--- config.mk ---
export PLATFORM = sky130hd
export DESIGN_NAME = pwrup_seq_ctrl
export DESIGN_NICKNAME = d
export VERILOG_FILES = /design/src/rtl/pwrup_pkg.sv /design/src/rtl/secded_dec.sv /design/src/rtl/seq_tmo_timer.sv /design/src/rtl/pwrup_regs.sv /design/src/rtl/pwrup_seq_ctrl.sv
export SDC_FILE = /design/constraint.sdc
export NUM_CORES = 1
export LEC_CHECK = 0
export BUFFER_PORTS_ARGS = -buffer_cell sky130_fd_sc_hd__buf_2
export CAP_MARGIN = 40
export CORE_ASPECT_RATIO = 0.5
export CORE_UTILIZATION = 35
export CTS_CLUSTER_SIZE = 24
export DETAILED_ROUTE_END_ITERATION = 10
export GPL_ROUTABILITY_DRIVEN = 0
export GPL_TIMING_DRIVEN = 0
export HOLD_SLACK_MARGIN = 0.03
export MAX_ROUTING_LAYER = met4
export PLACE_DENSITY_LB_ADDON = 0.2
export SETUP_SLACK_MARGIN = 0.05
export SYNTH_ARGS = -nofsm -noshare
export SYNTH_HDL_FRONTEND = slang
export SYNTH_SLANG_ARGS = --single-unit
--- constraint.sdc ---
create_clock -name clk -period 4.3 [get_ports clk]
set_clock_uncertainty 0.2 [all_clocks]
set_input_delay 0.215 -clock clk [delete_from_list [all_inputs] [get_ports clk]]
set_output_delay 0.215 -clock clk [all_outputs]
set_load 0.005 [all_outputs]
--- src/rtl/pwrup_pkg.sv ---
package pwrup_pkg;

  typedef enum logic [1:0] {
    ST_IDLE   = 2'd0,
    ST_BIST   = 2'd1,
    ST_LOAD   = 2'd2,
    ST_ACTIVE = 2'd3
  } seq_state_e;

  localparam int REG_W = 8;
  localparam logic [1:0] RA_STATUS = 2'd0;
  localparam logic [1:0] RA_TINFO  = 2'd1;
  localparam logic [1:0] RA_FLAG   = 2'd2;
  localparam logic [1:0] RA_EN     = 2'd3;

  // number of Hamming check bits for a given data width
  function automatic int ecc_par_bits(int dw);
    int p;
    p = 1;
    while ((1 << p) < dw + p + 1) p++;
    return p;
  endfunction

  // codeword position of data bit j (non-power-of-two positions, ascending)
  function automatic int ecc_data_pos(int j);
    int r;
    int cnt;
    r = 0;
    cnt = 0;
    for (int pos = 1; pos < 128; pos++) begin
      if ((pos & (pos - 1)) != 0) begin
        if (cnt == j) r = pos;
        cnt++;
      end
    end
    return r;
  endfunction

endpackage

--- src/rtl/secded_dec.sv ---
module secded_dec import pwrup_pkg::*; #(
  parameter int DATA_W = 8,
  localparam int P  = ecc_par_bits(DATA_W),
  localparam int CW = DATA_W + P + 1
) (
  input  logic [CW-1:0]     code,
  output logic [DATA_W-1:0] data,
  output logic              corrected,
  output logic              uncorrectable
);

  logic [P-1:0]  syn;
  logic          par;
  logic [CW-1:0] fixed;

  always_comb begin
    syn = '0;
    par = ^code;
    for (int i = 1; i < CW; i++) begin
      if (code[i]) syn = syn ^ P'(i);
    end
    fixed = code;
    if (par && (int'(syn) < CW)) fixed[syn] = ~code[syn];
  end

  for (genvar j = 0; j < DATA_W; j++) begin : g_extract
    assign data[j] = fixed[ecc_data_pos(j)];
  end

  assign corrected     = par;
  assign uncorrectable = !par && (syn != '0);

endmodule

--- src/rtl/seq_tmo_timer.sv ---
module seq_tmo_timer #(
  parameter int TMR_W      = 12,
  parameter int TMO_CYCLES = 200
) (
  input  logic clk,
  input  logic rst_n,
  input  logic start,
  input  logic run,
  output logic expire
);

  localparam logic [TMR_W-1:0] LOAD_VAL = TMR_W'(TMO_CYCLES - 1);

  logic [TMR_W-1:0] cnt;
  logic             armed;

  always_ff @(posedge clk or negedge rst_n) begin
    if (!rst_n) begin
      cnt   <= '0;
      armed <= 1'b0;
    end else if (start) begin
      cnt   <= LOAD_VAL;
      armed <= 1'b1;
    end else if (armed && run) begin
      if (cnt == '0) armed <= 1'b0;
      else           cnt   <= cnt - 1'b1;
    end
  end

  assign expire = armed && run && (cnt == '0);

endmodule

--- src/rtl/pwrup_regs.sv ---
module pwrup_regs import pwrup_pkg::*; (
  input  logic             clk,
  input  logic             rst_n,
  input  logic             clr,
  input  logic             active,
  input  logic             bist_evt,
  input  logic             bist_ok,
  input  logic             corr_evt,
  input  logic             unc_evt,
  input  logic             tmo_evt,
  input  logic             wr,
  input  logic [1:0]       addr,
  input  logic [REG_W-1:0] wdata,
  output logic [REG_W-1:0] rdata,
  output logic             irq_n
);

  logic       st_bist;
  logic       ti_ran, ti_pass, ti_corr, ti_unc;
  logic [1:0] flags, en;
  logic       wr_ok;
  logic [1:0] w1c;
  logic       unused_wbits;

  assign wr_ok        = wr && active;
  assign w1c          = (wr_ok && addr == RA_FLAG) ? wdata[1:0] : 2'b00;
  assign unused_wbits = ^wdata[REG_W-1:2];

  always_ff @(posedge clk or negedge rst_n) begin
    if (!rst_n) begin
      st_bist <= 1'b0;
      ti_ran  <= 1'b0;
      ti_pass <= 1'b0;
      ti_corr <= 1'b0;
      ti_unc  <= 1'b0;
      flags   <= 2'b00;
      en      <= 2'b00;
    end else if (clr) begin
      st_bist <= 1'b0;
      ti_ran  <= 1'b0;
      ti_pass <= 1'b0;
      ti_corr <= 1'b0;
      ti_unc  <= 1'b0;
      flags   <= 2'b00;
      en      <= 2'b00;
    end else begin
      if (bist_evt) begin
        st_bist <= 1'b1;
        ti_ran  <= 1'b1;
        ti_pass <= bist_ok;
      end
      if (corr_evt) ti_corr <= 1'b1;
      if (unc_evt)  ti_unc  <= 1'b1;
      flags <= (flags & ~w1c) | {tmo_evt, bist_evt};
      if (wr_ok && addr == RA_EN) en <= wdata[1:0];
    end
  end

  always_comb begin
    rdata = '0;
    if (active) begin
      unique case (addr)
        RA_STATUS: rdata[1:0] = {active, st_bist};
        RA_TINFO:  rdata[3:0] = {ti_unc, ti_corr, ti_pass, ti_ran};
        RA_FLAG:   rdata[1:0] = flags;
        default:   rdata[1:0] = en;
      endcase
    end
  end

  assign irq_n = !(active && |(flags & en));

endmodule

--- src/rtl/pwrup_seq_ctrl.sv ---
module pwrup_seq_ctrl import pwrup_pkg::*; #(
  parameter int          DATA_W     = 8,
  parameter int          N_WORDS    = 4,
  parameter int          TMR_W      = 12,
  parameter int          TMO_CYCLES = 200,
  parameter logic [DATA_W-1:0] DFLT_WORD = 'hA5,
  localparam int P  = ecc_par_bits(DATA_W),
  localparam int CW = DATA_W + P + 1,
  localparam int AW = (N_WORDS > 1) ? $clog2(N_WORDS) : 1
) (
  input  logic                      clk,
  input  logic                      rst_n,
  input  logic                      uvlo_ok,
  input  logic                      cfg_bist_at_por,
  output logic                      bist_req,
  input  logic                      bist_done,
  input  logic                      bist_pass,
  output logic                      otp_req_valid,
  input  logic                      otp_req_ready,
  output logic [AW-1:0]             otp_req_addr,
  input  logic                      otp_rsp_valid,
  input  logic [CW-1:0]             otp_rsp_code,
  output logic                      host_en,
  input  logic                      reg_wr,
  input  logic [1:0]                reg_addr,
  input  logic [REG_W-1:0]          reg_wdata,
  output logic [REG_W-1:0]          reg_rdata,
  output logic [N_WORDS*DATA_W-1:0] cfg_words,
  output logic                      irq_n
);

  localparam logic [AW-1:0] LAST_IDX = AW'(N_WORDS - 1);

  seq_state_e        st;
  logic [AW-1:0]     idx;
  logic              pend;
  logic [DATA_W-1:0] cfg_q [N_WORDS];

  logic [DATA_W-1:0] dec_data, word_in;
  logic              dec_corr, dec_unc;
  logic              take_rsp, bist_evt, tmo_evt;
  logic              tmr_start, tmr_run;

  secded_dec #(.DATA_W(DATA_W)) u_dec (
    .code          (otp_rsp_code),
    .data          (dec_data),
    .corrected     (dec_corr),
    .uncorrectable (dec_unc)
  );

  assign word_in  = dec_unc ? DFLT_WORD : dec_data;
  assign take_rsp = (st == ST_LOAD) && pend && otp_rsp_valid;
  assign bist_evt = (st == ST_BIST) && bist_done && uvlo_ok;

  always_ff @(posedge clk or negedge rst_n) begin
    if (!rst_n) begin
      st    <= ST_IDLE;
      idx   <= '0;
      pend  <= 1'b0;
      cfg_q <= '{default: '0};
    end else if (!uvlo_ok) begin
      st    <= ST_IDLE;
      idx   <= '0;
      pend  <= 1'b0;
      cfg_q <= '{default: '0};
    end else begin
      unique case (st)
        ST_IDLE: begin
          idx  <= '0;
          pend <= 1'b0;
          st   <= cfg_bist_at_por ? ST_BIST : ST_LOAD;
        end
        ST_BIST: begin
          if (bist_done) st <= ST_LOAD;
        end
        ST_LOAD: begin
          if (!pend && otp_req_ready) pend <= 1'b1;
          if (take_rsp) begin
            pend       <= 1'b0;
            cfg_q[idx] <= word_in;
            if (idx == LAST_IDX) st  <= ST_ACTIVE;
            else                 idx <= idx + 1'b1;
          end
        end
        default: st <= ST_ACTIVE;
      endcase
    end
  end

  for (genvar w = 0; w < N_WORDS; w++) begin : g_cfg
    assign cfg_words[w*DATA_W +: DATA_W] = cfg_q[w];
  end

  assign bist_req      = (st == ST_BIST);
  assign otp_req_valid = (st == ST_LOAD) && !pend;
  assign otp_req_addr  = idx;
  assign host_en       = (st == ST_ACTIVE);

  assign tmr_start = (st == ST_IDLE) && uvlo_ok;
  assign tmr_run   = ((st == ST_BIST) || (st == ST_LOAD)) && uvlo_ok;

  seq_tmo_timer #(.TMR_W(TMR_W), .TMO_CYCLES(TMO_CYCLES)) u_tmr (
    .clk    (clk),
    .rst_n  (rst_n),
    .start  (tmr_start),
    .run    (tmr_run),
    .expire (tmo_evt)
  );

  pwrup_regs u_regs (
    .clk      (clk),
    .rst_n    (rst_n),
    .clr      (!uvlo_ok),
    .active   (host_en),
    .bist_evt (bist_evt),
    .bist_ok  (bist_pass),
    .corr_evt (take_rsp && dec_corr),
    .unc_evt  (take_rsp && dec_unc),
    .tmo_evt  (tmo_evt),
    .wr       (reg_wr),
    .addr     (reg_addr),
    .wdata    (reg_wdata),
    .rdata    (reg_rdata),
    .irq_n    (irq_n)
  );

endmodule

### After elaboration in Yosys (flattened, before gate mapping)

Cells that the tools add are included.
W data, S select, Z words.

* add/subtract/negate cells: 2
* magnitude comparators: 5
* equal/unequal tests: 20
* multiplexer cells: 60
* bitwise gates (word level): 17
* reduce and logical (&&, ||, !) cells: 38

Operators by type and width (count)
* $mux W32: 3
* $mux W12: 3
* $bwmux W32: 1
* $mux W2: 15
* $mux W4: 6
* $logic_and A1 B1 Y1: 20
* $mux W1: 17
* $demux W8 S2: 1
* $mux W8: 2
* $not A2 Y2: 7
* $bwmux W13: 1
* $mux W13: 1
* $reduce_xor A13 Y1: 1
* $logic_not A12 Y1: 1
* $mux W3: 4
* $ne A2 B1 Y1 const B: 6
* $pmux W2 S3: 2
* $sub A12 B1 Y12 const B: 1
* $eq A2 B2 Y1 const B: 5
* $reduce_and A2 Y1: 4
* $ne A3 B2 Y1 const B: 2
* $ne A3 B3 Y1 const B: 2
* $not A3 Y3: 2
* $reduce_and A3 Y1: 2
* other kinds (25): 33

* register bits after elaboration: 58
* input port bits: 32
* output and inout port bits: 46
* word-level logic and storage cells: 157

### Longest topological paths before layout

Gate-level depths: netlist of run 1.

* depth in word-level cells: 31
* gate-level depth with buffers: 9
* gate-level depth less buffers: 9

### Cells and area by module

From an unflattened synthesis of run 1, not the netlist that was laid out.

* cells, all modules: 350
* area, all modules: 3589.7 sq um

By module, submodules not included
* pwrup_seq_ctrl: times used 1, cells each 150, area an instance 1784.2 sq um, sequential area each 925.9 sq um
* seq_tmo_timer: times used 1, cells each 80, area an instance 754.5 sq um, sequential area each 325.3 sq um
* secded_dec: times used 1, cells each 73, area an instance 595.6 sq um, sequential area each 0.0 sq um
* pwrup_regs: times used 1, cells each 47, area an instance 455.4 sq um, sequential area each 200.2 sq um

### Least setup slack after synthesis of run 1

No wires, ideal clock.

* path type: input-to-reg
* from: in otp_rsp_code[7]
* to: reg cfg_q (netlist bit cfg_words[19])
* library setup time: 0.065 ns
* arrival time: 2.258 ns
* data required time: 4.035 ns
* path slack: 1.777 ns
* stages on the path: 7
* buffers on the path: 1
* cells stage by stage: buf_6 -> xnor2_4 -> xor3_4 -> a211o_1 -> a41oi_4 -> o2bb2ai_2 -> o21ba_1

* word-level cells in the longest chain between the ends: 19
* elaborated cells on any way between the ends: 31
* classes of those cells: order compare (3); mux (17); bitwise (5); reduce/logical (6)

Ends and longest elaborated chain
* start, declared: line pwrup_seq_ctrl.sv:22 `input logic [CW-1:0] otp_rsp_code,`
* $mux W3: line secded_dec.sv:20 `if (code[i]) syn = syn ^ P'(i);`
* $mux W4: line secded_dec.sv:20
* $not A2 Y2 (no line) or $mux W4 (tied branches)
* $mux W4 or $not A2 Y2 (tied branches)
* $mux W4: line secded_dec.sv:20
* $not A3 Y3 (no line)
* $mux W4 (2 in a row): line secded_dec.sv:20
* $lt A4 B5 Y1 (not written as such) or $ge A4 B1 Y1 (tied branches): line secded_dec.sv:23 `if (par && (int'(syn) < CW)) fixed[syn] = ~code[syn];`
* [... 2 more ...]
* $demux W1 S4
* $bwmux W13: line secded_dec.sv:23
* $mux W13: line secded_dec.sv:23
* $mux W8 *: line pwrup_seq_ctrl.sv:51 `assign word_in = dec_unc ? DFLT_WORD : dec_data;`
* $bwmux W32 *: line pwrup_seq_ctrl.sv:80 `cfg_q[idx] <= word_in;`
* $mux W32 *: line pwrup_seq_ctrl.sv:78 `if (take_rsp) begin`
* $mux W32 *: line pwrup_seq_ctrl.sv:67 `unique case (st)`
* $mux W32 *: line pwrup_seq_ctrl.sv:61 `end else if (!uvlo_ok) begin`
* end signal, assigned by index: line pwrup_seq_ctrl.sv:80
* end, declared: line pwrup_seq_ctrl.sv:37 `logic [DATA_W-1:0] cfg_q [N_WORDS];`

Every way passes the cells marked *; elsewhere a longest branch is shown, timed or not. The select of a mux whose other input is x is not followed.
A chain may end at the register's enable or synchronous reset.

### Worst setup path after layout of run 1

* from: reg st[0]
* to: reg st[0]

* word-level cells in the longest chain between the ends: 5
* elaborated cells on any way between the ends: 11
* classes of those cells: eq/ne (5); mux (2); reduce/logical (4)

Ends and longest elaborated chain
* start, declared: line pwrup_seq_ctrl.sv:34 `seq_state_e st;`
* start signal, assigned: line pwrup_seq_ctrl.sv:71 `st <= cfg_bist_at_por ? ST_BIST : ST_LOAD;`
* $eq A2 B2 Y1: line pwrup_seq_ctrl.sv:52, pwrup_seq_ctrl.sv:67
* $logic_and A1 B1 Y1 (2 in a row): line pwrup_seq_ctrl.sv:52 `assign take_rsp = (st == ST_LOAD) && pend && otp_rsp_valid;`
* $ne A3 B3 Y1 (no line)
* $reduce_and A3 Y1 (no line)

Parallel ways exist; a longest one is shown, timed or not.

==> run metrics, run 1 <==
Distinct cells, synth=60; vias=approximately 3100; CTS Hold Bufs=7; fin area=approximately 4700 sq um; async set or reset register ratio after synthesis=1.00; Clock Tree Root=clkbuf_16; GRT overflow=0; FF-to-FF End=st[0]$_DFFE_PN0P_; Setup-failing EPs final=0; Seq pwr share=0.307; placed cell area=about 4300 sq um; CP Cell Sequence=inv_1 -> ha_1 -> and3_1 -> clkbuf_1 -> nand2_1 -> a21oi_1 -> o211ai_1 -> o21ai_0 -> nor2_1; number of global-route vias before repair=between 2000 and 3000; Vias/cell=between 4 and 5; Slew @ Worst Pin=about 0.7 ns; number of max-cap violations=0; startpoint types=flip-flop; CP delay by family, top=simple AND/OR/NAND/NOR gates; period utilization=0.638; nets=around 520; GRT Total Usage=0.180; crit path from=st[0]$_DFFE_PN0P_; Port Buf Inserts=62; CTS Buffer Depth=2; diode count=0; antenna violations before repair=0; timing-limited maximum frequency=~360 MHz; IO Pins=roughly 80; initial drt markers=120; Clock Power Share=0.397; layout cells sized above 1=0.217; Tmin final=around 2.7 ns; Critical Path End Type=flip-flop; CTS tree=built; area of the multi-input gates=~2100 sq um; CP Data Required Time=~4.3 ns; row count=26; slowest CP cell=dfrtp_1; P&R area growth vs syn=24.7%; largest net degree at the start of global routing=31; Post-Route WL=8.92 mm; Routed Antenna Nets=0; Seq/Total Area, Yosys=0.387; Crit path arrival time=between 2 and 3 ns; worst skew pair latency=about 0.32 ns; Power Internal=approximately 0.0014 W; Pwr Density=between 400 and 500 nW/um^2; Post-CTS Setup Bufs=0; clock-pin slew on the worst setup and hold paths=approximately 0.050 ns; Num CTS Buffers=9; global-route wire length before repair=between 10 and 15 mm; ys flop type=dfrtp_1; Sw Pwr=roughly 0.00064 W; Die H=about 75 um; DRC=0; R2R depth=9; # clock sinks=58; most common cell after layout, fill and taps aside=buf_2; RSZ-0062 raised after global routing=false; post-synthesis register bit count=58; Avg WL per Cell=roughly 14 um; YS warnings=0; status=complete, no violations; fin. max-slew vios=0; switching power share of the total=0.321; Leak=2.14 nW; DP HPWL=a little under 7 mm; final hold slack=around 0.11 ns; Avg Cell Area, Syn=9.51 sq um; WP buf/inv=2; Critical Path Stages=9; Fillers=1016; Die ar.=between 10000 and 15000 sq um; post_cts resized=0; commonest cells after routing, fill and taps aside=buf_2 (62), dfrtp_1 (58), nand2_1 (34); die width=between 100 and 150 um; cell area after synthesis=about 3700 sq um; H-tree depth=3; crit path max fanout=10; Final Hold Vio Count=0; register area=roughly 1500 sq um; Post-synth EDFFs=0; CP Class=flip-flop to flip-flop; Peak VDD IR=0.000207 V; critical path endpoint=st[0]$_DFFE_PN0P_; Starting Density=0.363; r2r setup slk=around 1.6 ns; Worst Hold Class=primary input to flip-flop; CORE AREA=10300 sq um; relative slew slack=0.532; Comb pwr share=0.296; total negative setup slack=0 ns; cells after synthesis=approximately 390; worst r2r src=st[0]$_DFFE_PN0P_; CP max stage delay=0.46 ns; drt pass-1 iters=4
-- metrics by stage --
stage / setup WS (ns) / std cells / power, W / utilization
6_report: 1.55 / 623 / 0.00200 / 0.453
5_1_grt: 1.24 / 623 / 0.00212 / 0.453
4_1_cts: 1.56 / 623 / 0.00202 / 0.453
3_5_place_dp: 1.38 / 600 / 0.00121 / 0.413
3_3_place_gp: 1.37 / 599 / 0.00120 / 0.412
2_1_floorplan: 1.78 / 397 / 0.00105 / -
-- final cells by class --
cell class / count / share of cell area
multi-input cells: 303 / 0.458
repair buffers: 70 / 0.0857
clock buffers: 12 / 0.0570
well taps: 140 / 0.0375
flip-flops and latches: 58 / 0.311
plain buffers: 20 / 0.0233
inverters: 16 / 0.0129
clock inverters: 4 / 0.0155
-- cells by family after synthesis --
logic type	synth area share
and+or+nand+nor	0.170
AOI/OAI and AO/OA	0.202
DFF	0.387
xor gates and xnor gates	0.139
buffers and inverters	0.0451
adders and majority gates	0.0354
muxes	0.0214
other	0.00100
-- flip-flops by register name (all words and copies together) (netlist names) --
signal,flops
cfg_words,32
u_tmr.cnt,12
otp_req_addr,2
st,2
u_regs.en,2
u_regs.flags,2
pend,1
u_regs.st_bist,1
u_regs.ti_corr,1
u_regs.ti_pass,1
u_regs.ti_unc,1
u_tmr.armed,1
-- worst min path at each step --
stage,startpoint,end,slack (ns),depth (start not counted)
after floorplan,rst_n,cfg_words[0]$_DFFE_PN0P_,-0.28,0
after global placement,bist_pass,u_regs.ti_pass$_DFFE_PN0P_,0.29,3
after detailed placement,rst_n,u_tmr.cnt[3]$_DFFE_PN0P_,0.11,1
after CTS,otp_rsp_valid,pend$_DFFE_PN0P_,0.10,4
after global routing,otp_rsp_valid,pend$_DFFE_PN0P_,0.14,4
final,otp_rsp_valid,pend$_DFFE_PN0P_,0.11,4
-- worst reg2reg max path, delay by kind of cell, from the launching register on --
family / cells / cell delay [ns]
adders and majority gates: 1 / 0.27
buffers and inverters: 2 / 0.47
DFF: 1 / 0.46
AOI/OAI and AO/OA: 3 / 0.59
and+or+nand+nor: 3 / 0.62
-- power by group through the flow --
stage / Clock [W] / Sequential (W) / Combinational, W
2_1_floorplan: 0 / 0.000613 / 0.000437
3_3_place_gp: 0 / 0.000623 / 0.000582
3_5_place_dp: 0 / 0.000624 / 0.000588
4_1_cts: 0.000808 / 0.000615 / 0.000596
5_1_grt: 0.000830 / 0.000622 / 0.000668
6_report: 0.000794 / 0.000615 / 0.000592
-- synth_stat cells, drive strengths merged, types with 3 or more instances --
master	instances	area, sq um
or3	5	36.3
nor4	4	25.0
o31ai	3	22.5
o21ai	32	160
mux2i	8	80.1
a31oi	3	18.8
clkbuf	13	48.8
a211oi	3	22.5
xor2	8	96.4
nand2	35	134
buf	7	60.1
a21oi	28	140
and3	5	31.3
nor3	14	70.1
nand4	4	25.0
o21ba	8	80.1
or2	3	18.8
nor2	24	92.6
dfrtp	58	1450
xor3	3	76.3
o211ai	16	120
ha	9	113
nor2b	7	43.8
nand3	21	105
xnor2	25	279
xnor3	3	67.6
inv	15	56.3
and2	5	31.3
-- routing by layer --
layer / routed length [um] / global-route usage / up-vias
li1: - / - / 1573
met1: 4410 / 0.234 / 1474
met2: 4110 / 0.291 / 61
met3: 322 / 0.0327 / 6
met4: 80 / 0.0481 / 0
met5: 0 / - / -
No activity file was read; power rests on OpenSTA's default activity.
==> inputs of run 2 (changes only) <==
==> constraint.sdc (replaced) <==
create_clock -name clk -period 2.3 [get_ports clk]
set_clock_uncertainty 0.2 [all_clocks]
set_input_delay 0.115 -clock clk [delete_from_list [all_inputs] [get_ports clk]]
set_output_delay 0.115 -clock clk [all_outputs]
set_load 0.005 [all_outputs]
==> run 2 against run 1 <==
Net effect:
- die area unchanged
- design area grew 6.6%
- non-clock buffer count grew 5
- global-route usage increased by 0.71 points
- critical path depth is the same
- sequential power increased by 89%
- sequential share of layout area fell by 1.9 points
- critical endpoint is now cfg_words[17]$_DFFE_PN0P_
==> run metrics, run 2 (synthesis results as in run 1) <==
worst skew pair latency=0.32 ns; Starting Density=0.363; Leak=2.28 nW; H-tree depth=3; timing-limited maximum frequency=around 460 MHz; CTS Buffer Depth=2; period utilization=0.947; number of max-cap violations=0; status=complete, no violations; Clock Power Share=0.389; placed cell area=around 4300 sq um; r2r setup slk=roughly 0.22 ns; CP Data Required Time=2.36 ns; WHS Path Cells=3; Avg WL per Cell=about 15 um; max FFs per register=32; Final Hold Vio Count=0; RSZ-0062 raised after global routing=true; nets=~520; WP buf/inv=2; Post-Route WL=9.53 mm; Worst Hold Class=primary input to flip-flop; Crit path arrival time=between 2 and 2.5 ns; fin cells=approximately 630; Die ar.=11100 sq um; antenna violations before repair=0; Comb pwr share=0.323; CTS tree=built; CORE AREA=about 10000 sq um; clock-pin slew on the worst setup and hold paths=0.05 ns; startpoint types=primary input; most common cell after layout, fill and taps aside=buf_2; crit path max fanout=10; # clock sinks=between 50 and 60; FF-to-FF End=u_tmr.cnt[10]$_DFFE_PN0P_; diode count=0; Peak VDD IR=between 0.0003 and 0.0004 V; Seq pwr share=0.287; Vias/cell=5.12; CP Cell Sequence=buf_4 -> xnor2_4 -> xnor3_1 -> maj3_2 -> o211a_1 -> a41oi_4 -> buf_12 -> o2bb2ai_2 -> o21ba_1; min-delay src=otp_rsp_code[9]; total negative setup slack=0 ns; CP max stage delay=roughly 0.37 ns; vias=between 3000 and 4000; Setup WS post-layout=0.121 ns; number of global-route vias before repair=around 3000; fin area=around 5000 sq um; Hold EP=cfg_words[12]$_DFFE_PN0P_; Num CTS Buffers=9; Critical Path End Type=flip-flop; relative slew slack=0.488; die width=between 100 and 150 um; CP delay by family, top=compound AO/OA/AOI/OAI gates; worst r2r src=u_tmr.cnt[0]$_DFFE_PN0P_; drt pass-1 iters=4; switching power share of the total=0.321; Sw Pwr=between 0.001 and 0.0015 W; slowest CP cell=xnor3_1; Placed Instances=600; global-route wire length before repair=approximately 16 mm; GRT Total Usage=0.187; largest net degree at the start of global routing=34; commonest cells after routing, fill and taps aside=buf_2 (62), dfrtp_1 (55), nand2_1 (32); dpl ws=-0.469 ns; layout cells sized above 1=0.289; Tmin final=~2.2 ns; Critical Path Stages=9; initial drt markers=124; Slew @ Worst Pin=roughly 0.77 ns; row count=26; Routed Antenna Nets=0; DRC=0; Power Internal=around 0.0027 W; Pwr Density=808 nW/um^2; fin. max-slew vios=0; GRT overflow=0; P&R area growth vs syn=33.0%; Port Buf Inserts=62; R2R depth=9; CP Class=primary input to flip-flop; Die H=between 70 and 80 um; DP HPWL=roughly 6.9 mm; IO Pins=78; Clock Tree Root=clkbuf_16; Setup-failing EPs final=0
-- run 2: cell types whose count changed in the layout (fill, tap and decap cells not counted), moves of 3 or more --
cell      change
buf_12        +3
buf_4         +4
clkbuf_1      -5
dfrtp_1       -3
dfrtp_2       +3
xnor2_1       -7
xnor2_2       +3
xnor2_4       +4
-- run 2: cell type report --
cell class / count / area, sq um
inverter: 16 / 60.1
clock inverter: 5 / 100
sequential: 58 / 1460
timing repair buffer: 78 / 490
multi-input combinational: 303 / 2340
fill: 991 / 5330
clock buffer: 11 / 253
tap: 140 / 175
buffer: 17 / 111
-- run 2: power by group through the flow --
stage               Combinational, W  Clock [W]  Sequential [W]
floorplan                   0.000840          0         0.00115
global placement             0.00112          0         0.00116
detailed placement           0.00113          0         0.00116
CTS                          0.00119    0.00158         0.00115
global route                 0.00144    0.00163         0.00117
finish                       0.00130    0.00157         0.00116
-- run 2: repair_timing --
action / CTS / global route
gates cloned: 0 / 0
setup endpoints to repair: 37 / 44
pin swaps: 2 / 4
hold endpoints to repair: 41 / 0
hold buffers: 9 / 0
gates resized for setup: 11 / 24
setup buffers: 3 / 3
-- run 2: worst register-to-register path: stages (launching register included) --
cell	delay (ns)
dfrtp_2	0.40
inv_1	0.06
ha_1	0.22
nor2b_1	0.14
nand4_1	0.12
and4_2	0.30
nand2_2	0.13
nor3_1	0.19
xnor2_1	0.16
nor2_1	0.06
-- run 2: how the worst max path moves through the flow --
| stage | from | end |
|---|---|---|
| 2_1_floorplan | otp_rsp_code[7] | cfg_words[14]$_DFFE_PN0P_ |
| 3_3_place_gp | otp_rsp_code[10] | cfg_words[23]$_DFFE_PN0P_ |
| 6_report | otp_rsp_code[11] | cfg_words[17]$_DFFE_PN0P_ |
| 5_1_grt | otp_rsp_code[4] | cfg_words[21]$_DFFE_PN0P_ |
| 3_5_place_dp | otp_rsp_code[10] | cfg_words[15]$_DFFE_PN0P_ |
| 4_1_cts | otp_rsp_code[3] | cfg_words[21]$_DFFE_PN0P_ |
-- run 2: metrics by stage --
| stage | power (W) | utilization | hold WS, ns |
|---|---|---|---|
| global route | 0.00424 | 0.483 | 0.0567 |
| CTS | 0.00392 | 0.468 | 0.0496 |
| finish | 0.00402 | 0.483 | 0.0293 |
| global placement | 0.00228 | 0.417 | 0.187 |
| floorplan | 0.00199 | - | -0.381 |
| detailed placement | 0.00229 | 0.419 | 0.0398 |
-- run 2: per-layer routing --
layer | routed length (um) | GRT usage
met4 | 61 | 0.0309
met3 | 257 | 0.0345
met2 | 4550 | 0.302
met5 | 0 | -
met1 | 4660 | 0.250
